===== config.mk =====
export PLATFORM = sky130hd
export DESIGN_NAME = esus_ctl_reg
export DESIGN_NICKNAME = d
export VERILOG_FILES = /design/src/rtl/esus_pkg.sv /design/src/rtl/esus_unlock.sv /design/src/rtl/esus_ctl_bits.sv /design/src/rtl/esus_ctl_reg.sv
export SDC_FILE = /design/constraint.sdc
export NUM_CORES = 1
export LEC_CHECK = 0
export BUFFER_PORTS_ARGS = -buffer_cell sky130_fd_sc_hd__buf_2
export CORE_AREA = 3 3 40 42
export CTS_BUF_LIST = sky130_fd_sc_hd__clkbuf_4 sky130_fd_sc_hd__clkbuf_8
export CTS_CLUSTER_DIAMETER = 150
export DETAILED_ROUTE_END_ITERATION = 6
export DIE_AREA = 0 0 43 45
export SKIP_LAST_GASP = 1
export SLEW_MARGIN = 20
export SYNTH_ARGS = -nofsm -noshare
export SYNTH_HDL_FRONTEND = slang
export SYNTH_SLANG_ARGS = --single-unit

===== constraint.sdc =====
create_clock -name clk -period 1.2 [get_ports clk]
set_input_delay 0.06 -clock clk [delete_from_list [all_inputs] [get_ports clk]]
set_output_delay 0.06 -clock clk [all_outputs]
set_load 0.005 [all_outputs]

===== src/rtl/esus_pkg.sv =====
package esus_pkg;
  localparam int REG_W    = 8;
  localparam int POS_EN   = 0;
  localparam int POS_REQ  = 1;
  localparam int POS_IEN  = 2;
  localparam int POS_LOWC = 7;
  localparam int N_GUARD  = 3;
  // guarded-bit slot order: 0 = enable, 1 = irq enable, 2 = low-current
  localparam logic [REG_W-1:0] RSVD_MASK = 8'b0111_1000;
endpackage


===== src/rtl/esus_unlock.sv =====
module esus_unlock #(
  parameter int N = 3
) (
  input  logic         clk,
  input  logic         rst_n,
  input  logic         bus_we,
  input  logic         hit,
  input  logic [N-1:0] wbits,
  output logic [N-1:0] armed
);
  for (genvar i = 0; i < N; i++) begin : g_arm
    logic arm_q, arm_d, arm_en;

    always_comb begin
      arm_en = bus_we;
      arm_d  = hit & ~wbits[i];
    end

    always_ff @(posedge clk or negedge rst_n) begin
      if (!rst_n)      arm_q <= 1'b0;
      else if (arm_en) arm_q <= arm_d;
    end

    assign armed[i] = arm_q;
  end
endmodule


===== src/rtl/esus_ctl_bits.sv =====
module esus_ctl_bits #(
  parameter int N = 3
) (
  input  logic         clk,
  input  logic         rst_n,
  input  logic         hit,
  input  logic [N-1:0] wguard,
  input  logic         wreq,
  input  logic [N-1:0] armed,
  input  logic         rewrite_mode,
  input  logic         irq_pulse,
  input  logic         erase_busy,
  output logic [N-1:0] guard_q,
  output logic         req_q
);
  // guarded bits
  for (genvar i = 0; i < N; i++) begin : g_guard
    logic g_q, g_d, g_en;

    always_comb begin
      g_en = hit & (~wguard[i] | armed[i]);
      g_d  = wguard[i];
    end

    always_ff @(posedge clk or negedge rst_n) begin
      if (!rst_n)    g_q <= 1'b0;
      else if (g_en) g_q <= g_d;
    end

    assign guard_q[i] = g_q;
  end

  // suspend request bit; slot 0 = enable, slot 1 = irq enable
  logic hw_set, sw_set, sw_clr, req_d, req_en, req_r;

  always_comb begin
    hw_set = guard_q[0] & guard_q[1] & irq_pulse & erase_busy;
    sw_set = hit & wreq & guard_q[0];
    sw_clr = hit & ~wreq & rewrite_mode;
    req_en = hw_set | sw_set | sw_clr;
    req_d  = hw_set | sw_set;
  end

  always_ff @(posedge clk or negedge rst_n) begin
    if (!rst_n)      req_r <= 1'b0;
    else if (req_en) req_r <= req_d;
  end

  assign req_q = req_r;
endmodule


===== src/rtl/esus_ctl_reg.sv =====
module esus_ctl_reg #(
  parameter int              ADDR_W   = 4,
  parameter logic [ADDR_W-1:0] REG_ADDR = 4'h6
) (
  input  logic              clk,
  input  logic              rst_n,
  input  logic [ADDR_W-1:0] bus_addr,
  input  logic              bus_we,
  input  logic [7:0]        bus_wdata,
  output logic [7:0]        bus_rdata,
  input  logic              irq_pulse,
  input  logic              erase_busy,
  input  logic              rewrite_mode,
  input  logic              slow_clk_mode,
  output logic              suspend_req,
  output logic              suspended,
  output logic              low_cur_read
);
  import esus_pkg::*;

  logic                 sel, hit;
  logic [N_GUARD-1:0]   wguard, armed, guard_q;
  logic                 req_q;
  logic [REG_W-1:0]     ctl_q;
  logic                 unused_rsvd_wr;

  assign sel    = (bus_addr == REG_ADDR);
  assign hit    = bus_we & sel;
  assign wguard = {bus_wdata[POS_LOWC], bus_wdata[POS_IEN], bus_wdata[POS_EN]};
  assign unused_rsvd_wr = ^(bus_wdata & RSVD_MASK);

  esus_unlock #(.N(N_GUARD)) u_unlock (
    .clk    (clk),
    .rst_n  (rst_n),
    .bus_we (bus_we),
    .hit    (hit),
    .wbits  (wguard),
    .armed  (armed)
  );

  esus_ctl_bits #(.N(N_GUARD)) u_bits (
    .clk          (clk),
    .rst_n        (rst_n),
    .hit          (hit),
    .wguard       (wguard),
    .wreq         (bus_wdata[POS_REQ]),
    .armed        (armed),
    .rewrite_mode (rewrite_mode),
    .irq_pulse    (irq_pulse),
    .erase_busy   (erase_busy),
    .guard_q      (guard_q),
    .req_q        (req_q)
  );

  always_comb begin
    ctl_q           = '0;
    ctl_q[POS_EN]   = guard_q[0];
    ctl_q[POS_REQ]  = req_q;
    ctl_q[POS_IEN]  = guard_q[1];
    ctl_q[POS_LOWC] = guard_q[2];
  end

  assign bus_rdata    = sel ? ctl_q : '0;
  assign suspended    = ctl_q[POS_EN] & ctl_q[POS_REQ];
  assign suspend_req  = suspended & erase_busy;
  assign low_cur_read = ctl_q[POS_LOWC] & slow_clk_mode;
endmodule


# ---- Yosys cells after proc, flatten, opt, wreduce, memory -nomap -nowiden
# Cells that the tools add are included.
dict set report op_classes {
  n_eq_ne 1
  n_mux 1
  n_bitwise 26
}
# cell n
set ops {}
lappend ops {{1-bit bitwise AND} 17}
lappend ops {{8-bit 2-to-1 mux} 1}
lappend ops {{1-bit bitwise OR} 5}
lappend ops {{4-bit by 3-bit equality test with 1-bit output, second input constant} 1}
lappend ops {{1-bit inverter} 4}
dict set report word_totals {
  reg_bits 7
  in_bits 19
}

# ---- Logic depth before layout (Yosys ltp)
dict set report depth {
  ltp_word 6
  depth_mapped 4
}

# ---- Hierarchy
# From an unflattened synthesis, not the netlist that was laid out.
dict set report hier_totals {
  hier_cells 50
  hier_area_um2 445.4
}
# module instances cells_each area_per_inst_um2 seq_area_each_um2
set by_module_without_submodules {}
lappend by_module_without_submodules {esus_ctl_bits 1 21 205.2 100.1}
lappend by_module_without_submodules {esus_unlock 1 15 143.9 75.1}
lappend by_module_without_submodules {esus_ctl_reg 1 14 96.3 0.0}

# ---- Least setup slack after synthesis
# No wires, ideal clock.
dict set report synth_path {
  path_kind {input to register}
  from {in bus_addr[3]}
  to {reg u_bits.req_r, in the netlist u_bits.req_q}
  setup_ns 0.124
  t_arrival_ns 0.758
  required_time_ns 1.076
  path_slack_ns 0.318
  stages 4
  path_cell_list {nor4bb_1 > buf_4 > and4b_1 > o31ai_2}
}
dict set report synth_via {
  elab_chain_len 6
  word_cells_on_any_way 8
}
# item line
set synth_rtl {}
lappend synth_rtl {{start: declaration} esus_ctl_reg.sv:7} ;# input logic [ADDR_W-1:0] bus_addr,
lappend synth_rtl {{4-bit by 3-bit equality test with 1-bit output (*)} esus_ctl_reg.sv:27} ;# assign sel = (bus_addr == REG_ADDR);
lappend synth_rtl {{1-bit bitwise AND (*)} esus_ctl_reg.sv:28} ;# assign hit = bus_we & sel;
lappend synth_rtl {{1-bit bitwise AND (2 in a row)} esus_ctl_bits.sv:38} ;# sw_set = hit & wreq & guard_q[0];
lappend synth_rtl {{1-bit bitwise OR} {esus_ctl_bits.sv:40, esus_ctl_bits.sv:41}}
lappend synth_rtl {{1-bit bitwise OR} esus_ctl_bits.sv:40} ;# req_en = hw_set | sw_set | sw_clr;
lappend synth_rtl {{end signal: assignment} esus_ctl_bits.sv:46} ;# else if (req_en) req_r <= req_d;
lappend synth_rtl {{end: declaration} esus_ctl_bits.sv:34} ;# logic hw_set, sw_set, sw_clr, req_d, req_en, req_r;
# Mark *: on every way between the ends. The rest lies on a longest branch, timed or not.
# A chain may end at the register's enable or synchronous reset.

# ---- Worst setup path in the final report
dict set report layout_path {
  from {reg u_bits.g_guard[0].g_q}
  to {out bus_rdata[0]}
}
dict set report layout_via {
  elab_chain_len 1
}
# item line
set layout_rtl {}
lappend layout_rtl {{start: declaration} esus_ctl_bits.sv:18} ;# logic g_q, g_d, g_en;
lappend layout_rtl {{start signal: assignment} esus_ctl_bits.sv:27} ;# else if (g_en) g_q <= g_d;
lappend layout_rtl {{8-bit 2-to-1 mux} esus_ctl_reg.sv:63} ;# assign bus_rdata = sel ? ctl_q : '0;
lappend layout_rtl {{end: declaration} esus_ctl_reg.sv:10} ;# output logic [7:0] bus_rdata,
# No other way between the ends.

==> flow_metrics.env <==
export IMPL_wl_per_cell_um=11.3
export IMPL_irDropWorstVdd_v=0.000470
export IMPL_clock_root_buffer="clkbuf_4"
export IMPL_synthSimpleGateAreaFrac=0.269
export IMPL_ant_nets=0
export IMPL_antennaDiodeCount=0
export IMPL_grt_use_total=0.109
export IMPL_drt_pass1_iter_count=4
export IMPL_clk_latency_ns=0.25
export IMPL_clock_sinks=7
export IMPL_dieWidth_um=43
export IMPL_synthAdderAreaFrac=0
export IMPL_fin_crit_ns=1.04
export IMPL_r2r_slack_ns=0.37
export IMPL_end_kind="output port"
export IMPL_drtIter0Drc=6
export IMPL_synthMuxAreaShare=0
export IMPL_clk_pin_slew_ns=0.05
export IMPL_grt_pass1_vias=342
export IMPL_start_util=0.315
export IMPL_synth_xor_area_frac=0
export IMPL_synth_flop_cell="dfrtp_1"
export IMPL_cts_buffers=3
export IMPL_min_path_type="in2reg"
export IMPL_fin_area_sq_um=566
export IMPL_synth_compound_area_share=0.157
export IMPL_synth_cell_type_count=17
export IMPL_numPortBuffers=21
export IMPL_drive_gt1_frac=0.485
export IMPL_rsz0062_at_grt="no"
export IMPL_io_pins=30
export IMPL_leakagePower_uw=0.000326
export IMPL_skew_ns=0.00363
export IMPL_syn_cell_area_sq_um=405
export IMPL_place_gp_congestion=0.750
export IMPL_core_area_sq_mm=0.00128
export IMPL_row_count=13
export IMPL_synthTopCellsByArea="dfrtp_1, buf_4, and2_2"
export IMPL_synth_avg_cell_area_sq_um=10.1
export IMPL_fmax_mhz=963
export IMPL_synth_seq_area_share=0.432
export IMPL_htree_levels=1
export IMPL_hold_viol=0
export IMPL_yosysMostFrequentCell="dfrtp_1"
export IMPL_cp_max_fo=6
export IMPL_fin_crit_sh=0.866
export IMPL_place_area_sq_um=505
export IMPL_synth_top_family_by_area="simple AND/OR/NAND/NOR gates"
export IMPL_nets=86
export IMPL_ys_ff_latch=7
export IMPL_setup_slack_ns=0.161
export IMPL_syn_inst=40
export IMPL_setup_viol=0
export IMPL_drcViolationCount=0
export IMPL_vias=374
export IMPL_wirelength_um=912
export IMPL_outcome="finished, final reports clean"
export IMPL_viasPerCell=4.62
export IMPL_yosys_area_top_type="dfrtp_1"
export IMPL_synth_top_area_frac=0.432
export IMPL_drv_cap=0
export IMPL_cts_tree="built"
export IMPL_antenna_found_initial=0
export IMPL_setup_tns_ns=0
export IMPL_synthArstFlopShare=1.00
export IMPL_cts_max_path_buffers=2
export IMPL_drv_slew=0
export IMPL_ctsResizeCount=0
export IMPL_critPathRequiredTime_ns=1.14
export IMPL_powerDensity_mw_per_mm2=973
export IMPL_crit_path_start_kind="flip-flop"
export IMPL_yosys_top_cells_count="dfrtp_1, buf_4, and2_2, and3_1"
export IMPL_grt_pass1_wl_um=1470
export IMPL_grt_max_degree=11
export IMPL_worstPathArrival_ns=0.98
export IMPL_dieHeight_um=45
export IMPL_nFillCells=144
export IMPL_syn_to_final_growth_pct=39.5
export IMPL_synth_edf_count=0
export IMPL_crit_type="reg2out"
export IMPL_ys_warn_count=0
export IMPL_grt_overflow=0
export IMPL_pre_cts_slack_ns=0.150
export IMPL_die_area_sq_mm=0.00194
export IMPL_post_cts_buffers=0
==> power by group <==
group | internal, uW | switching (uW) | leakage [uW]
Clock | 149 | 87.3 | 0.0000184
Sequential | 245 | 6.82 | 0.0000969
Combinational | 33.6 | 28.3 | 0.000211
Total | 428 | 123 | 0.000326
==> area by class of cell <==
class | instances | area [sq um] | share of cell area
timing repair buffer | 25 | 143 | 0.252
sequential | 7 | 175 | 0.310
clock buffer | 4 | 30.0 | 0.0531
inverter | 3 | 11.3 | 0.0199
multi-input combinational | 27 | 188 | 0.332
tap | 15 | 18.8 | 0.0332
==> repair_timing <==
item                                    4_1_cts  5_1_grt
hold endpoints to repair                      9        0
hold buffers                                  3        0
endpoints found under the setup margin        0        0
==> stage by stage <==
step | instances | hold slack, ns | total power (uW) | utilization
global route | 81 | 0.00132 | 588 | 0.440
CTS | 81 | 0.00709 | 561 | 0.440
finish | 81 | 0.0148 | 550 | 0.440
global placement | 74 | -0.0985 | 309 | 0.393
detailed placement | 74 | -0.0968 | 311 | 0.393
floorplan | 43 | -0.236 | 286 | -
==> registers in the layout (all words and copies together) (netlist names) <==
name and count:
u_unlock.g_arm.arm_q 3, u_bits.g_guard.g_q 3, u_bits.req_q 1
==> final timing paths <==
kind | to | start | cells after the start
setup / recovery | bus_rdata[0] | u_bits.g_guard[0].g_q | 2
hold / removal | u_unlock.g_arm[2].arm_q | bus_wdata[7] | 2
setup reg to reg | u_bits.g_guard[1].g_q | u_unlock.g_arm[1].arm_q | 2
hold reg to reg | u_bits.g_guard[2].g_q | u_bits.g_guard[2].g_q | 1
max in group asynchronous | u_bits.g_guard[2].g_q | rst_n | 2
min in group asynchronous | u_bits.g_guard[1].g_q | rst_n | 2
==> layout by cell type, fill, tap and decap left out, drive strengths merged, types with 3 or more instances in the layout <==
cell,instances
inv,3
dlygate4sd3,3
and3,4
o22a,3
o22ai,3
clkbuf,4
dfrtp,7
buf,22
conb,4
and2,6
==> worst max-delay path: stages, from the launching register on <==
cell	delay, ns
dfrtp_1	0.42
and2_2	0.18
buf_2	0.12
==> layer usage <==
layer  share of wire  vias to the layer above  track usage  wire length (um)
met5               0                        -            0                 0
met4           0.019                        0       0.0904                17
met3           0.091                        2       0.0478                83
met2            0.51                       15        0.183               467
met1            0.38                      171        0.103               344
li1                -                      186            -                 -
==> cell families after synthesis <==
kind of cell           after synthesis
AO/OA/AOI/OAI                        8
AND/OR/NAND/NOR                     15
other                                1
flip-flops                           7
buffers and inverters                9
(Power assumes the default switching activity.)
